## config.mk

```make
export PLATFORM = sky130hd
export DESIGN_NAME = dma_chan_regs
export DESIGN_NICKNAME = d
export VERILOG_FILES = /design/src/rtl/dma_chan_regs.sv
export SDC_FILE = /design/constraint.sdc
export NUM_CORES = 1
export LEC_CHECK = 0
export ABC_AREA = 1
export BUFFER_PORTS_ARGS = -buffer_cell sky130_fd_sc_hd__clkbuf_2
export CORE_MARGIN = 3
export CORE_UTILIZATION = 45
export DETAILED_ROUTE_END_ITERATION = 10
export GPL_TIMING_DRIVEN = 0
export PLACE_DENSITY = 0.68
export SYNTH_ARGS = -nofsm -noshare
export SYNTH_HDL_FRONTEND = slang
export SYNTH_SLANG_ARGS = --single-unit
```

## constraint.sdc

```tcl
create_clock -name clk -period 3.5 [get_ports clk]
set_input_delay 0.35 -clock clk [delete_from_list [all_inputs] [get_ports clk]]
set_output_delay 0.35 -clock clk [all_outputs]
set_load 0.03 [all_outputs]
```

## src/rtl/dma_chan_regs.sv

```systemverilog
module dma_chan_regs #(
  parameter int SHIFT = 0
) (
  input  logic        clk,
  input  logic        rst_n,
  input  logic        chan_wr,
  input  logic        chan_rd,
  input  logic [2:0]  chan_sel,
  input  logic [7:0]  chan_wdata,
  output logic [7:0]  chan_rdata,
  input  logic        ptr_clr,
  input  logic [3:0]  mode_dec,
  input  logic        adv_en,
  input  logic [1:0]  adv_ch,
  input  logic        page_wr,
  input  logic        page_rd,
  input  logic        page_hi,
  input  logic [2:0]  page_off,
  input  logic [7:0]  page_wdata,
  output logic [7:0]  page_rdata,
  input  logic [1:0]  phys_ch,
  output logic [30:0] phys_addr
);

  localparam int NCH = 4;
  localparam int RW  = 16;
  localparam int CW  = RW + SHIFT;

  logic [NCH-1:0][RW-1:0] base_a, base_c;
  logic [NCH-1:0][CW-1:0] cur_a, prog;
  logic [NCH-1:0][7:0]    pg_lo, pg_hi;
  logic                   ptr_q;

  logic [1:0] ch;
  logic       is_cnt, access, reload;
  assign ch     = chan_sel[2:1];
  assign is_cnt = chan_sel[0];
  assign access = chan_wr | chan_rd;
  assign reload = chan_wr & ptr_q;

  logic [RW-1:0] new_base_a;
  always_comb begin
    new_base_a = base_a[ch];
    if (!is_cnt) new_base_a = {chan_wdata, base_a[ch][7:0]};
  end

  always_ff @(posedge clk) begin
    if (!rst_n) ptr_q <= 1'b0;
    else if (ptr_clr) ptr_q <= 1'b0;
    else if (access) ptr_q <= ~ptr_q;
  end

  always_ff @(posedge clk) begin
    if (!rst_n) begin
      base_a <= '0;
      base_c <= '0;
      cur_a  <= '0;
      prog   <= '0;
    end else begin
      if (adv_en) prog[adv_ch] <= prog[adv_ch] + CW'(1);
      if (chan_wr) begin
        if (!ptr_q) begin
          if (is_cnt) base_c[ch][7:0] <= chan_wdata;
          else        base_a[ch][7:0] <= chan_wdata;
        end else begin
          if (is_cnt) base_c[ch][15:8] <= chan_wdata;
          else        base_a[ch][15:8] <= chan_wdata;
          cur_a[ch] <= CW'(new_base_a) << SHIFT;
          prog[ch]  <= '0;
        end
      end
    end
  end

  logic [CW-1:0] rd_full;
  logic [RW-1:0] rd_word;
  always_comb begin
    if (is_cnt)          rd_full = (CW'(base_c[ch]) << SHIFT) - prog[ch];
    else if (mode_dec[ch]) rd_full = cur_a[ch] - prog[ch];
    else                 rd_full = cur_a[ch] + prog[ch];
    rd_word = RW'(rd_full >> SHIFT);
  end
  assign chan_rdata = !chan_rd ? 8'h00 : (ptr_q ? rd_word[15:8] : rd_word[7:0]);

  logic       pmap_ok;
  logic [1:0] pmap_ch;
  always_comb begin
    pmap_ok = 1'b1;
    pmap_ch = 2'd0;
    case (page_off)
      3'd1:    pmap_ch = 2'd2;
      3'd2:    pmap_ch = 2'd3;
      3'd3:    pmap_ch = 2'd1;
      3'd7:    pmap_ch = 2'd0;
      default: pmap_ok = 1'b0;
    endcase
  end

  always_ff @(posedge clk) begin
    if (!rst_n) begin
      pg_lo <= '0;
      pg_hi <= '0;
    end else if (page_wr && pmap_ok) begin
      if (page_hi) pg_hi[pmap_ch] <= page_wdata;
      else         pg_lo[pmap_ch] <= page_wdata;
    end
  end

  assign page_rdata = !(page_rd && pmap_ok) ? 8'h00 :
                      (page_hi ? pg_hi[pmap_ch] : pg_lo[pmap_ch]);

  assign phys_addr = {pg_hi[phys_ch][6:0], pg_lo[phys_ch], cur_a[phys_ch][15:0]};

  AST_PTR_CLEAR: assert property (@(posedge clk) disable iff (!rst_n)
    ptr_clr |=> !ptr_q);
  AST_PTR_FLIP: assert property (@(posedge clk) disable iff (!rst_n)
    (access && !ptr_clr) |=> (ptr_q != $past(ptr_q)));
  AST_PTR_HOLD: assert property (@(posedge clk) disable iff (!rst_n)
    (!access && !ptr_clr) |=> $stable(ptr_q));
  AST_RELOAD_ZERO: assert property (@(posedge clk) disable iff (!rst_n)
    reload |=> (prog[$past(ch)] == '0));
  AST_RELOAD_ADDR: assert property (@(posedge clk) disable iff (!rst_n)
    reload |=> (cur_a[$past(ch)] == (CW'(base_a[$past(ch)]) << SHIFT)));
  AST_ADVANCE: assert property (@(posedge clk) disable iff (!rst_n)
    (adv_en && !(reload && ch == adv_ch)) |=>
      (prog[$past(adv_ch)] == $past(prog[adv_ch]) + CW'(1)));
  AST_PAGE_IGNORE: assert property (@(posedge clk) disable iff (!rst_n)
    (page_wr && !pmap_ok) |=> ($stable(pg_lo) && $stable(pg_hi)));

endmodule

```

==> results.json, run 1 <==
{
  "synth_fp_nets": 2369,
  "leakage_nw": 8.032,
  "post-place-cells": 2825,
  "multi_input_area_um2": 9014,
  "fillers": 3274,
  "grt_max_degree": 29,
  "drtAntennaViolNets": 0,
  "cap_violations": 0,
  "tightest_slew_ns": 1.366,
  "hp-class": "in -> reg",
  "timing.final.crit_share_pct": 112.3,
  "fin_skew_ns": 0.01871,
  "arrival_ns": 3.58,
  "layout_commonest_cell": "o21ai_0",
  "fmax_ghz": 0.2543,
  "clkTransAtPathRegs_ns": 0.06,
  "clock_latency_ns": 0.53,
  "track_usage_pct": 30.75,
  "met2_length_mm": 27.49,
  "power.share.sequential_pct": 39.3,
  "maxSlewViolCount": 0,
  "io_pins": 86,
  "fp.dieW_um": 196.1,
  "syn_avg_cell_area_um2": 7.084,
  "clock-sinks": 321,
  "reg2reg_depth": 8,
  "viasPerCell": 6.115,
  "area_growth_pct": 19.21,
  "route.detailed.drc": 0,
  "synth_seq_cells": 321,
  "synthTopCellsByArea": "dfxtp_1, o21ai_0, a21oi_1",
  "clkPwrFrac_pct": 41.5,
  "hold_buffers": 0,
  "rr_endpoint": "prog[30]$_SDFF_PN0_",
  "cpPeakStageDelay_ns": 0.34,
  "cp-end-kind": "primary output",
  "place_congestion": 0.9864,
  "final_cells": 2924,
  "start_util_pct": 46.40,
  "p_int_mw": 6.768,
  "cts_root_buf": "clkbuf_16",
  "power_frac_comb_pct": 19.2,
  "start_kind": "flip-flop",
  "period_needed_ns": 3.932,
  "synth_seq_area_share_pct": 39.51,
  "post-route-util_pct": 55.31,
  "placementRows": 68,
  "grt-ovfl-total": 0,
  "crit_start": "prog[0]$_SDFF_PN0_",
  "yosysUniqueCellTypes": 46,
  "setup_ws_ns": -0.4319,
  "grt_pass1_vias": 16770,
  "path_max_fanout": 4,
  "required_ns": 3.15,
  "drtIter0Drc": 1898,
  "synthArstFlopShare_pct": 0,
  "hold_viol": 0,
  "synth_top_cell_area_share_pct": 39.51,
  "drive_gt1_share_pct": 13.81,
  "syn_inst": 2296,
  "clock_path_buffers": 3,
  "outcome": "finished, violations left",
  "whs_ns": 0.07061,
  "synth_ff_type": "dfxtp_1",
  "hpwlAfterDp_mm": 44.44,
  "nets": 2515,
  "final_cell_mix": "o21ai_0, dfxtp_1, nand2_1",
  "rsz0062_at_grt": "yes",
  "drt_first_pass_iters": 6,
  "synth_top_area_cell": "dfxtp_1",
  "switching_power_mw": 2.907,
  "wl_per_cell_um": 21.12,
  "routed.top_layer": "met4",
  "synth-edff-count": 0,
  "syn_area_um2": 16260,
  "portBuffers": 74,
  "worst_path_max_delay_cell": "ha_2",
  "failed_checks": "setup timing",
  "via_count": 17880,
  "vdd_drop_max_v": 0.0004328,
  "crit_chain": "inv_2, nor2_1, nor2_1, nand2_2, inv_2, ha_4, nand4_1, nor2_2, nand3_1, nand2_1, xor2_1, ha_2, a21oi_2, o21ai_2, a21o_1, nand2_2, nand3_2, nand3_1, nand2_1, a21oi_2, clkbuf_8",
  "rrSetupSlack_ns": 0.76,
  "p_per_area_nw_per_um2": 499.0,
  "antennaDiodeCount": 0,
  "numCtsBuffers": 37,
  "die-area_um2": 38460,
  "wl_met3_mm": 6.224,
  "die_y_um": 196.1,
  "cts_max_level": 2,
  "crit_end": "chan_rdata[5]",
  "relSlewSlack_pct": 7.997,
  "grt_pass1_wl_mm": 94.51,
  "antenna_found_initial": 0,
  "crit_type": "reg -> out",
  "regArea_um2": 6434,
  "switching_share_pct": 30.05,
  "ys.warnings.count": 0,
  "finalSetupViolCount": 8,
  "total_power_mw": 9.675,
  "wl_met1_mm": 24.61,
  "cts_tree": "built",
  "core_area_um2": 35050,
  "worstReg2RegStart": "ptr_q$_SDFFE_PP0P_",
  "wl_mm": 61.74
}
## repair_timing
action / 4_1_cts / 5_1_grt
setup buffers: 27 / 9
pin swaps: 72 / 41
resized for setup: 134 / 34
setup endpoints to repair: 8 / 8
## power by group through the flow
stage                     Sequential (mW)  Clock [mW]  Combinational (mW)
after floorplan                      3.86           0                1.11
after global placement               3.87           0                1.55
after detailed placement             3.88           0                1.57
after CTS                            3.80        4.02                1.72
after global routing                 3.81        4.18                2.00
final                                3.80        4.01                1.86
## registers in the layout, summed over array words and instances, names as in the netlist
signal  cells
prog       64
pg_lo      32
ptr_q       1
cur_a      64
base_a     64
pg_hi      32
base_c     64
## critical path: cells and delay by family, from the launching register on
family | cells | cell delay [ns]
buffers and inverters | 3 | 0.33
AND/OR/NAND/NOR | 11 | 1.16
XOR/XNOR | 1 | 0.19
flip-flops | 1 | 0.32
AO/OA/AOI/OAI | 4 | 0.60
adder cells (fa/ha/maj) | 2 | 0.47
## how the worst min path moves through the flow
stage / slack [ns] / from / end / depth (start not counted)
detailed placement: 0.44 / base_c[7]$_SDFFE_PN0P_ / base_c[7]$_SDFFE_PN0P_ / 2
global route: 0.05 / ptr_clr / ptr_q$_SDFFE_PP0P_ / 2
floorplan: 0.42 / base_c[1]$_SDFFE_PN0P_ / base_c[1]$_SDFFE_PN0P_ / 2
global placement: 0.44 / base_c[7]$_SDFFE_PN0P_ / base_c[7]$_SDFFE_PN0P_ / 2
CTS: 0.04 / ptr_clr / ptr_q$_SDFFE_PP0P_ / 2
finish: 0.07 / ptr_clr / ptr_q$_SDFFE_PP0P_ / 2
## cell usage after synthesis, types with 3 or more instances
cell type / number
nor3_1: 15
clkbuf_2: 7
xor2_1: 17
o221ai_1: 16
xnor2_1: 10
nor2_1: 234
nand2_1: 294
dfxtp_1: 321
nor2_2: 7
clkbuf_1: 106
o21a_1: 18
or2_2: 4
a22o_1: 11
nor3_2: 4
buf_2: 22
o21ai_0: 352
nand4_1: 5
nand3_1: 128
a31oi_1: 3
a22oi_1: 58
inv_2: 8
a21o_1: 5
o22ai_1: 105
ha_1: 32
a21oi_1: 286
nand3b_1: 4
a211oi_1: 4
inv_1: 177
buf_4: 5
o21bai_1: 4
buf_1: 3
a221oi_1: 13
## layer usage
metal / up-vias / global-route usage, %
met4: 0 / 16.11
met5: - / 0
met1: 8342 / 40.05
met2: 1072 / 48.81
met3: 183 / 5.495
li1: 8282 / -
## final cells by class
type / instances / area share (%)
flip-flops and latches: 321 / 33.18
multi-input cells: 1645 / 46.49
plain buffers: 141 / 3.575
clock inverters: 16 / 1.020
well taps: 455 / 2.936
clock buffers: 50 / 5.440
inverters: 186 / 3.627
repair buffers: 110 / 3.730
## logic make-up after synthesis
| kind of cell | share of synthesized area (%) |
|---|---|
| xor gates and xnor gates | 1.454 |
| and+or+nand+nor | 18.05 |
| DFF | 39.51 |
| adders and majority gates | 2.708 |
| buffers and inverters | 8.001 |
| AOI/OAI and AO/OA | 30.28 |
## per-stage QoR
step	instance area (um2)	worst slack (ns)	TNS [ns]
global placement	17330	-0.9476	-6.996
global route	19390	-0.6285	-3.901
floorplan	16390	0.002156	0
finish	19390	-0.4319	-2.488
CTS	19200	-0.3838	-1.846
detailed placement	17330	-0.9784	-7.202
Note: power is estimated with default switching activity, not from simulation.
==> inputs of run 2 (changes only) <==
==> constraint.sdc (replaced) <==
create_clock -name clk -period 3.5 [get_ports clk]
set_input_delay 0.875 -clock clk [delete_from_list [all_inputs] [get_ports clk]]
set_output_delay 0.875 -clock clk [all_outputs]
set_load 0.03 [all_outputs]
==> run 2 against run 1 <==
The run still ends with setup timing left. Wire length up 3.3%. Final cell count increased by 0.34%. Critical path depth rose by 2. Critical path type is now in -> out.
==> results.json, run 2 (synthesis results as in run 1) <==
{
  "clock-sinks": 321,
  "period_needed_ns": 4.788,
  "leakage_nw": 8.167,
  "hp-class": "reg -> reg",
  "cts_max_level": 2,
  "drt_first_pass_iters": 8,
  "cts_root_buf": "clkbuf_16",
  "min_path_cells": 2,
  "cp_common_cell": "nand2_1",
  "cpPeakStageDelay_ns": 0.34,
  "relSlewSlack_pct": 7.270,
  "layout_commonest_cell": "o21ai_0",
  "grt_max_degree": 13,
  "final_area_um2": 19860,
  "hold_viol": 0,
  "die_y_um": 196.1,
  "placed_area_um2": 17530,
  "fin_skew_ns": 0.01699,
  "die-area_um2": 38460,
  "path_max_fanout": 7,
  "cts_tree": "built",
  "wl_mm": 63.77,
  "gr-usage-met3_pct": 6.715,
  "grt_pass1_wl_mm": 96.01,
  "tightest_slew_ns": 1.378,
  "cp-end-kind": "primary output",
  "grt_pass1_vias": 16870,
  "place_congestion": 0.9923,
  "p_per_area_nw_per_um2": 477.3,
  "core_area_um2": 35050,
  "grt-ovfl-total": 0,
  "failed_checks": "setup timing",
  "path_depth": 23,
  "cap_violations": 0,
  "wl_per_cell_um": 21.73,
  "met1_usage_pct": 40.21,
  "vdd_drop_max_v": 0.0003808,
  "top_usage_layer": "met2",
  "reg2reg_depth": 8,
  "area_growth_pct": 22.12,
  "drtIter0Drc": 2002,
  "antenna_found_initial": 2,
  "final_cell_mix": "o21ai_0, dfxtp_1, nand2_1",
  "path_buf_inv": 3,
  "finalSetupViolCount": 8,
  "clock_path_buffers": 3,
  "placementRows": 68,
  "route.detailed.drc": 0,
  "hpwlAfterDp_mm": 45.53,
  "numCtsBuffers": 37,
  "maxSlewViolCount": 0,
  "cp_top_family": "simple AND/OR/NAND/NOR gates",
  "setup_ws_ns": -1.288,
  "clkTransAtPathRegs_ns": 0.06,
  "fmax_ghz": 0.2089,
  "clock_latency_ns": 0.53,
  "arrival_ns": 3.91,
  "io_pins": 86,
  "fp.dieW_um": 196.1,
  "outcome": "finished, violations left",
  "grtUsageMet2_pct": 49.56,
  "via_count": 18000,
  "crit_type": "in -> out",
  "rsz0062_at_grt": "yes",
  "drive_gt1_share_pct": 15.94,
  "start_kind": "input pin",
  "drtAntennaViolNets": 0,
  "preCtsSetupSlack_ns": -1.767,
  "viasPerCell": 6.134,
  "crit_chain": "buf_16, nor2_4, buf_6, nand2_1, nand2_1, nor2_4, nand2_1, nor2_1, nand2_1, nand2_2, nand2_1, a21oi_1, xnor2_1, ha_2, nand2_1, nor3_4, and2_1, a21oi_2, nand3_1, nand3_1, nand2_2, a21oi_4, buf_8",
  "worst_path_max_delay_cell": "ha_2",
  "hold_buffers": 0,
  "nets": 2529,
  "timing.final.crit_share_pct": 136.8,
  "required_ns": 2.62,
  "start_util_pct": 46.40,
  "portBuffers": 74,
  "track_usage_pct": 31.37
}
## run 2: report_power, final
part	internal (mW)	switching [mW]
registers	3.74	0.0614
clock network	2.16	1.55
logic	0.665	1.30
## run 2: area by class of cell
type,count,area [um2]
fillers,3321,15190
multi-input cells,1645,9284
flip-flops and latches,321,6426
clock buffers,50,1045
repair buffers,124,868.3
plain buffers,141,843.3
inverters,186,728.2
well taps,455,569.3
clock inverters,11,96.34
diodes,1,2.502
## run 2: final timing paths
| kind | startpoint | to | slack [ns] |
|---|---|---|---|
| worst min-delay path | base_c[6]$_SDFFE_PN0P_ | base_c[6]$_SDFFE_PN0P_ | 0.46 |
| worst max-delay path | chan_sel[1] | chan_rdata[7] | -1.29 |
| worst min register to register | base_c[6]$_SDFFE_PN0P_ | base_c[6]$_SDFFE_PN0P_ | 0.46 |
| worst max register to register | ptr_q$_SDFFE_PP0P_ | prog[27]$_SDFF_PN0_ | 0.79 |
## run 2: per-layer routing
metal  vias to the layer above  wire length (um)
met3                       204              6423
met2                      1075             28460
li1                       8313                 -
met5                         -                34
met1                      8402             25260
met4                         4              3592
## run 2: repair_timing
item	4_1_cts	5_1_grt
endpoints found under the setup margin	29	22
setup buffers	29	20
cloned	1	0
resized for setup	141	78
pin swaps	42	43
## run 2: tightest hold or removal path: cells and delay by family, from the launching register on
family | cells | cell delay, ns
flops | 1 | 0.31
buf+inv | 1 | 0.05
compound gates | 1 | 0.05
## run 2: per-stage QoR
step           power (mW)  hold slack, ns  cells  util (%)  TNS (ns)
2_1_floorplan       5.009          0.4239   2296         -    -6.441
3_3_place_gp        5.482          0.4376   2825     50.02    -17.01
3_5_place_dp        5.503          0.4400   2825     50.02    -17.27
4_1_cts             9.306          0.4589   2914     55.43    -9.133
5_1_grt             9.785          0.4854   2933     56.66    -11.15
6_report            9.480          0.4582   2934     56.66    -9.939
